File: src/rtl/acc_alu_pkg.sv
package acc_alu_pkg;
  localparam logic [7:0] OP_NOP  = 8'h01;
  localparam logic [7:0] OP_TBA  = 8'h17;
  localparam logic [7:0] OP_MUL  = 8'h3D;
  localparam logic [7:0] OP_ASLA = 8'h48;
  localparam logic [7:0] OP_DECA = 8'h4A;
  localparam logic [7:0] OP_ASLB = 8'h58;
  localparam logic [7:0] OP_DECB = 8'h5A;

  localparam int unsigned MAX_CYC = 3;

  typedef struct packed {
    logic n;
    logic z;
    logic v;
    logic c;
  } flags_t;

  function automatic int unsigned op_cycles(logic [7:0] op);
    case (op)
      OP_MUL:                                         return 3;
      OP_NOP, OP_TBA, OP_ASLA, OP_ASLB, OP_DECA, OP_DECB: return 2;
      default:                                        return 1;
    endcase
  endfunction
endpackage

File: src/rtl/acc_alu_seq.sv
module acc_alu_seq
  import acc_alu_pkg::*;
#(
  parameter int unsigned CNT_W = $clog2(MAX_CYC + 1)
) (
  input  logic       clk_i,
  input  logic       rst_ni,
  input  logic       start_i,
  input  logic [7:0] opcode_i,
  output logic       busy_o,
  output logic       done_o,
  output logic [7:0] op_o
);
  logic [CNT_W-1:0] cnt_q;
  logic [7:0]       op_q;

  assign busy_o = (cnt_q != '0);
  assign done_o = (cnt_q == CNT_W'(1));
  assign op_o   = op_q;

  always_ff @(posedge clk_i or negedge rst_ni) begin
    if (!rst_ni) begin
      cnt_q <= '0;
      op_q  <= '0;
    end else if (start_i && !busy_o) begin
      cnt_q <= CNT_W'(op_cycles(opcode_i));
      op_q  <= opcode_i;
    end else if (busy_o) begin
      cnt_q <= cnt_q - CNT_W'(1);
    end
  end
endmodule

File: src/rtl/acc_alu_exec.sv
module acc_alu_exec
  import acc_alu_pkg::*;
#(
  parameter int unsigned DW = 8
) (
  input  logic [7:0]    op_i,
  input  logic [DW-1:0] a_i,
  input  logic [DW-1:0] b_i,
  input  flags_t        flags_i,
  output logic [DW-1:0] a_o,
  output logic [DW-1:0] b_o,
  output flags_t        flags_o
);
  localparam logic [DW-1:0] MSB_ONLY = {1'b1, {(DW-1){1'b0}}};

  logic [DW-1:0]   src;
  logic [DW-1:0]   res;
  logic [2*DW-1:0] prod;

  // shift/decrement share one operand mux
  assign src  = (op_i == OP_ASLB || op_i == OP_DECB) ? b_i : a_i;
  assign prod = {{DW{1'b0}}, a_i} * {{DW{1'b0}}, b_i};

  always_comb begin
    a_o     = a_i;
    b_o     = b_i;
    flags_o = flags_i;
    res     = '0;
    case (op_i)
      OP_ASLA, OP_ASLB: begin
        res       = {src[DW-2:0], 1'b0};
        flags_o.c = src[DW-1];
        flags_o.n = res[DW-1];
        flags_o.z = (res == '0);
        flags_o.v = res[DW-1] ^ src[DW-1];
      end
      OP_DECA, OP_DECB: begin
        res       = src - DW'(1);
        flags_o.n = res[DW-1];
        flags_o.z = (res == '0);
        flags_o.v = (src == MSB_ONLY);
      end
      OP_TBA: begin
        res       = b_i;
        flags_o.n = b_i[DW-1];
        flags_o.z = (b_i == '0);
        flags_o.v = 1'b0;
      end
      OP_MUL: begin
        flags_o.c = prod[DW-1];
      end
      default: ;
    endcase
    case (op_i)
      OP_ASLA, OP_DECA, OP_TBA: a_o = res;
      OP_ASLB, OP_DECB:         b_o = res;
      OP_MUL: begin
        a_o = prod[2*DW-1:DW];
        b_o = prod[DW-1:0];
      end
      default: ;
    endcase
  end
endmodule

File: src/rtl/acc_alu.sv
module acc_alu
  import acc_alu_pkg::*;
#(
  parameter int unsigned DW = 8
) (
  input  logic          clk_i,
  input  logic          rst_ni,
  input  logic          start_i,
  input  logic [7:0]    opcode_i,
  input  logic          ld_en_i,
  input  logic [2*DW-1:0] ld_data_i,
  output logic          busy_o,
  output logic          done_o,
  output logic [DW-1:0] acc_a_o,
  output logic [DW-1:0] acc_b_o,
  output logic [7:0]    ccr_o
);
  logic [DW-1:0] a_q, b_q, a_nx, b_nx;
  flags_t        flg_q, flg_nx;
  logic          busy, done;
  logic [7:0]    op_q;

  acc_alu_seq u_seq (
    .clk_i    (clk_i),
    .rst_ni   (rst_ni),
    .start_i  (start_i),
    .opcode_i (opcode_i),
    .busy_o   (busy),
    .done_o   (done),
    .op_o     (op_q)
  );

  acc_alu_exec #(.DW(DW)) u_exec (
    .op_i    (op_q),
    .a_i     (a_q),
    .b_i     (b_q),
    .flags_i (flg_q),
    .a_o     (a_nx),
    .b_o     (b_nx),
    .flags_o (flg_nx)
  );

  always_ff @(posedge clk_i or negedge rst_ni) begin
    if (!rst_ni) begin
      a_q   <= '0;
      b_q   <= '0;
      flg_q <= '0;
    end else if (done) begin
      a_q   <= a_nx;
      b_q   <= b_nx;
      flg_q <= flg_nx;
    end else if (ld_en_i && !busy) begin
      a_q <= ld_data_i[2*DW-1:DW];
      b_q <= ld_data_i[DW-1:0];
    end
  end

  assign busy_o  = busy;
  assign done_o  = done;
  assign acc_a_o = a_q;
  assign acc_b_o = b_q;
  assign ccr_o   = {4'b0000, flg_q};
endmodule

File: config.mk
export PLATFORM = sky130hd
export DESIGN_NAME = acc_alu
export DESIGN_NICKNAME = d
export VERILOG_FILES = /design/src/rtl/acc_alu_pkg.sv /design/src/rtl/acc_alu_seq.sv /design/src/rtl/acc_alu_exec.sv /design/src/rtl/acc_alu.sv
export SDC_FILE = /design/constraint.sdc
export NUM_CORES = 1
export LEC_CHECK = 0
export BUFFER_PORTS_ARGS = -buffer_cell sky130_fd_sc_hd__buf_2
export CAP_MARGIN = 30
export CORE_UTILIZATION = 40
export CTS_CLUSTER_SIZE = 10
export DETAILED_ROUTE_END_ITERATION = 10
export GPL_TIMING_DRIVEN = 0
export RECOVER_POWER = 50
export SYNTH_ARGS = -nofsm -noshare
export SYNTH_HDL_FRONTEND = slang
export SYNTH_SLANG_ARGS = --single-unit
File: constraint.sdc
create_clock -name clk_i -period 13 [get_ports clk_i]
set_clock_uncertainty 0.2 [all_clocks]
set_input_delay 2.6 -clock clk_i [delete_from_list [all_inputs] [get_ports clk_i]]
set_output_delay 2.6 -clock clk_i [all_outputs]
set_load 0.005 [all_outputs]
# After elaboration in Yosys (flattened, before gate mapping)
# Index checks and enable logic that the tools add are counted.
[totals]
output_inout_bits = 26
reg_bits = 30
[classes]
n_bitwise = 1
add_sub_neg = 2
n_mul = 1
n_eq_ne = 17
reduce_logical = 21
n_mux = 13
[ops]
columns = ["cell", "n"]
rows = [
  ["$eq 8x7->1 const B", 8],
  ["$mux 8", 5],
  ["$pmux 8 s2", 2],
  ["$pmux 8 s3", 1],
  ["$eq 8x5->1 const B", 2],
  ["$eq 8x6->1 const B", 2],
  ["$logic_not 8->1", 2],
  ["$mul 8x8->16", 1],
  ["$pmux 3 s3", 1],
  ["$eq 8x1->1 const B", 1],
  ["$eq 8x8->1 const B", 1],
  ["$reduce_and 2->1", 4],
  ["$reduce_bool 2->1", 4],
  ["$sub 8x1->8 const B", 1],
  ["$logic_not 7->1", 1],
  ["$ne 3x1->1 const B", 2],
  ["$reduce_or 2->1", 3],
  ["$reduce_or 6->1", 1],
  ["$mux 2", 2],
  ["$pmux 2 s2", 1],
  ["$reduce_bool 3->1", 1],
  ["$reduce_or 3->1", 1],
  ["$eq 2x1->1 const B", 1],
  ["$logic_and 1x1->1", 2],
  ["other kinds (5)", 5],
]

# Logic depth before layout (Yosys ltp)
[depth]
ltp_word = 7
depth_mapped = 18
depth_no_buf = 17

# By module
# From an unflattened synthesis, not the netlist that was laid out.
[unflattened]
hier_cells = 543
hier_area_um2 = 4742.0
[modules_own_cells]
columns = ["mod", "seq_area_each_um2", "instances", "area_per_inst_um2", "cells_per_inst"]
rows = [
  ["acc_alu_exec", 0.0, 1, 3169.3, 403],
  ["acc_alu", 500.5, 1, 1088.5, 102],
  ["acc_alu_seq", 250.2, 1, 484.2, 38],
]

# Worst setup path before layout
# OpenSTA, ideal clock, no wires.
[synth_path]
kind = "flip-flop to flip-flop"
startpoint = "register b_q[6] (netlist: acc_b_o[6])"
endpoint = "register a_q[7] (netlist: acc_a_o[7])"
setup_time_ns = 0.160
path_stages_with_launch = 17
path_slack_ns = 8.418
arrival_time_ns = 4.222
n_path_buf = 1
path_cell_list = "dfrtp_1 -> clkbuf_1 -> and2_1 -> fa_1 -> fa_1 -> fa_1 -> inv_1 -> fa_1 -> inv_1 -> ha_1 -> a21o_1 -> a21oi_1 -> nor2b_1 -> o21ai_0 -> a31oi_1 -> xnor2_1 -> o221ai_1"
[synth_between]
elab_chain_len = 5
[synth_rtl]
columns = ["item", "line_no", "source"]
rows = [
  ["from (decl)", "acc_alu.sv:18", "logic [DW-1:0] a_q, b_q, a_nx, b_nx;"],
  ["from (signal assigned)", "acc_alu.sv:50", "b_q <= b_nx;"],
  ["from (signal assigned)", "acc_alu.sv:54", "b_q <= ld_data_i[DW-1:0];"],
  ["branches (longest 3 deep; another with $mul 8x8->16)", "--", ""],
  ["$pmux 8 s2 *", "acc_alu_exec.sv:54", "case (op_i)"],
  ["$mux 8 *", "acc_alu.sv:48", "end else if (done) begin"],
  ["to (signal assigned)", "acc_alu.sv:49", "a_q <= a_nx;"],
  ["to (signal assigned)", "acc_alu.sv:53", "a_q <= ld_data_i[2*DW-1:DW];"],
  ["to (decl)", "acc_alu.sv:18", ""],
]
# Every way passes the cells marked *.
# A chain may end at the register's enable or synchronous reset.

# Worst setup path in the final report
[layout_path]
startpoint = "register b_q[3] (netlist: acc_b_o[3])"
endpoint = "register a_q[5] (netlist: acc_a_o[5])"
# Same word-level chain as after synthesis.

==> impl_metrics.csv <==
group,metric,value,unit
logic_synthesis,yosysTopAreaCellShare,0.171,
clock_tree,clk_latency,0.29,ns
worst_setup_path,ff2ff_setup_slack,7.87,ns
logic_synthesis,synth-main-ff-cell,"dfrtp_1",
die,rows,37,
clock_tree,tritoncts,"done",
placement,io_buffers,49,
logic_synthesis,synthAdderAreaFrac,0.280,
logic_synthesis,yosysSeqAreaShare,0.171,
logic_synthesis,synthTopCellsByCount,"nand2_1 (58), inv_1 (56), and2_1 (47)",
detailed_routing,wire_per_inst,16.7,µm
global_route,grt_pass1_vias,3908,
logic_synthesis,yosys-top-cells-area,"dfrtp_1 (17%), fa_1 (16%), ha_1 (12%), and2_1 (6.7%), nand2_1 (4.9%)",
worst_setup_path,slowest_delay,0.52,ns
hold_path,hold_path_class,"reg -> reg",
global_route,grt_pass1_wl,20200,µm
timing,hold_ws,0.285,ns
clock_tree,ctsResizeCount,0,
logic_synthesis,synth_edf_count,0,
logic_synthesis,yosys.area.top_type,"dfrtp_1",
timing,setup_viol,0,
timing,max_freq,195,MHz
clock_tree,cts_root_buffer,"clkbuf_8",
global_route,grt.total_usage,0.228,
timing,tightest_slew,1.64,ns
worst_setup_path,critPathBufInv,4,
logic_synthesis,synth_compound_area_frac,0.155,
die,fp.coreArea,10500,µm²
flow_run,maxCapViolCount,1,
detailed_routing,avgViaCountPerCell,5.48,
finish,syn_to_final_growth,11.7,%
clock_tree,numCtsBuffers,5,
worst_setup_path,crit_chain,"clkbuf_1 > nand2_1 > fa_1 > fa_1 > inv_1 > fa_1 > inv_1 > fa_1 > inv_1 > ha_1 > o21ai_0 > a21oi_1 > nor3_1 > o21ai_0 > o21a_1 > xnor2_1 > o211ai_1",
clock_tree,clk_path_buf_depth,2,
worst_setup_path,path_max_fanout,10,
logic_synthesis,ys_types,58,
finish,antennaDiodeCount,0,
logic_synthesis,synthCells,533,
worst_setup_path,criticalPathCategory,"reg -> reg",
worst_setup_path,start_kind,"flop",
detailed_routing,num_vias,3997,
die,ioPinCount,54,
placement,hpwlAfterDp,9760,µm
worst_setup_path,crit_arrival,5.08,ns
global_route,grt_max_degree,31,
timing,final_max_slew_viol_count,31,
logic_synthesis,synth_seq_cells,30,
worst_setup_path,crit_path_frequent_cell,"fa_1",
die,initial_core_util,0.419,
timing,grt_setup_unrepaired,"false",
clock_tree,clkSinkCount,30,
detailed_routing,firstDrtPassIters,5,
global_route,overflow,0,
detailed_routing,drc,0,
finish,fin_nets,697,
clock_tree,post_cts_buffers,0,
timing,fin_crit,5.13,ns
clock_tree,cts_htree_levels,2,
detailed_routing,ant_nets,0,
clock_tree,cts_hold_buffers,0,
global_route,grt_antenna_before_repair,0,
finish,layout-drive-gt1-share,0.126,
die,die_area,11400,µm²
logic_synthesis,syn_avg_cell_area,8.25,µm²
logic_synthesis,syn_area,4400,µm²
worst_setup_path,slowest_stage,"dfrtp_1",
logic_synthesis,synthMuxAreaShare,0.0594,
outcome,run_status,"finished with violations",
outcome,violations,"max-capacitance violations, max-slew violations",
worst_setup_path,crit_family,"adder cells",
timing,post-route-period-util,0.395,
detailed_routing,wl,12200,µm
detailed_routing,first_iter_violations,290,
clock_tree,clkTransAtPathRegs,0.07,ns
die,die_width,107,µm
logic_synthesis,synth_top_family_by_area,"adder cells",
placement,routabilityCongestion,0.879,
logic_synthesis,synthArstFlopShare,1.00,
worst_setup_path,cp-end-kind,"flop",
worst_setup_path,critPathRequiredTime,12.95,ns
timing,finalSetupTns,0,ns
logic_synthesis,yosysMostFrequentCell,"nand2_1",
die,die-height,107,µm
logic_synthesis,yosysWarnings,0,
timing,finalHoldViolCount,0,
logic_synthesis,synth_xor_area_frac,0.0338,
logic_synthesis,yosys.area_share.simple,0.218,
timing,slew_headroom,-0.0936,
## kinds of logic after synthesis
kind of cell             count (synthesis)
AO/OA/AOI/OAI                          107
XOR/XNOR                                17
adder cells (fa/ha/maj)                 77
buffers and inverters                   89
flip-flops                              30
multiplexers                            22
other                                    1
AND/OR/NAND/NOR                        190
## cell usage in the layout, fill, tap and decap left out, types with 5 or more instances in the layout
| cell type | netlist | layout |
|---|---|---|
| clkbuf_1 | 25 | 28 |
| a21oi_1 | 21 | 21 |
| a31oi_1 | 6 | 6 |
| inv_1 | 56 | 56 |
| o21ai_0 | 25 | 25 |
| mux2_2 | 10 | 10 |
| nand2_1 | 58 | 58 |
| and3_1 | 6 | 6 |
| o31ai_1 | 11 | 11 |
| and2_1 | 47 | 47 |
| fa_1 | 36 | 36 |
| nand3_1 | 7 | 7 |
| nor2_1 | 35 | 35 |
| nor3_1 | 15 | 15 |
| nand2b_1 | 5 | 5 |
| ha_1 | 41 | 41 |
| o211ai_1 | 9 | 9 |
| xnor2_1 | 10 | 10 |
| dfrtp_1 | 30 | 30 |
| clkbuf_8 | 0 | 6 |
| buf_2 | 1 | 47 |
| xor2_1 | 7 | 7 |
| mux2i_1 | 10 | 10 |
| o21a_1 | 6 | 6 |
## worst paths after layout
check                           start          to  cells past startpoint
min reg2reg                  ccr_o[1]    ccr_o[1]                      2
max in group asynchronous      rst_ni  acc_a_o[5]                      1
max reg2reg                acc_b_o[3]  acc_a_o[5]                     17
max                        acc_b_o[3]  acc_a_o[5]                     17
min in group asynchronous      rst_ni  acc_b_o[2]                      1
min                          ccr_o[1]    ccr_o[1]                      2
## tightest hold or removal path: stages, from the launching register on
cell     delay [ns]
dfrtp_1        0.34
nand2_1        0.04
o21ai_0        0.06
## flip-flops by register name (all words and copies together) (netlist names)
name	flops
acc_a_o	8
acc_b_o	8
ccr_o	4
u_seq.cnt_q	2
u_seq.op_o	8
## per-layer routing
layer  GRT usage  vias up  share of wire
li1            -     1913              -
met1       0.318     1960           0.46
met2       0.378      111           0.48
met3      0.0249       13          0.050
met4      0.0509        0          0.010
met5           0        -              0
## final cells by class
type                       instances  area (µm²)
fill                            1053        5600
buffer                            33         148
tap                              136         170
sequential                        30         751
multi-input combinational        417        3300
timing repair buffer              49         241
inverter                          56         210
clock inverter                     2        12.5
clock buffer                       6        82.6
## stage by stage
step | worst slack, ns | std cells | util | instance area [µm²]
floorplan | 8.42 | 536 | - | 4410
global placement | 7.88 | 721 | 0.459 | 4830
detailed placement | 7.81 | 721 | 0.459 | 4830
CTS | 7.81 | 729 | 0.468 | 4920
global route | 7.53 | 729 | 0.468 | 4910
finish | 7.87 | 729 | 0.468 | 4910
Power is not shown: default switching activity piles up to over one toggle a cycle in this logic, so the estimate is an artifact.
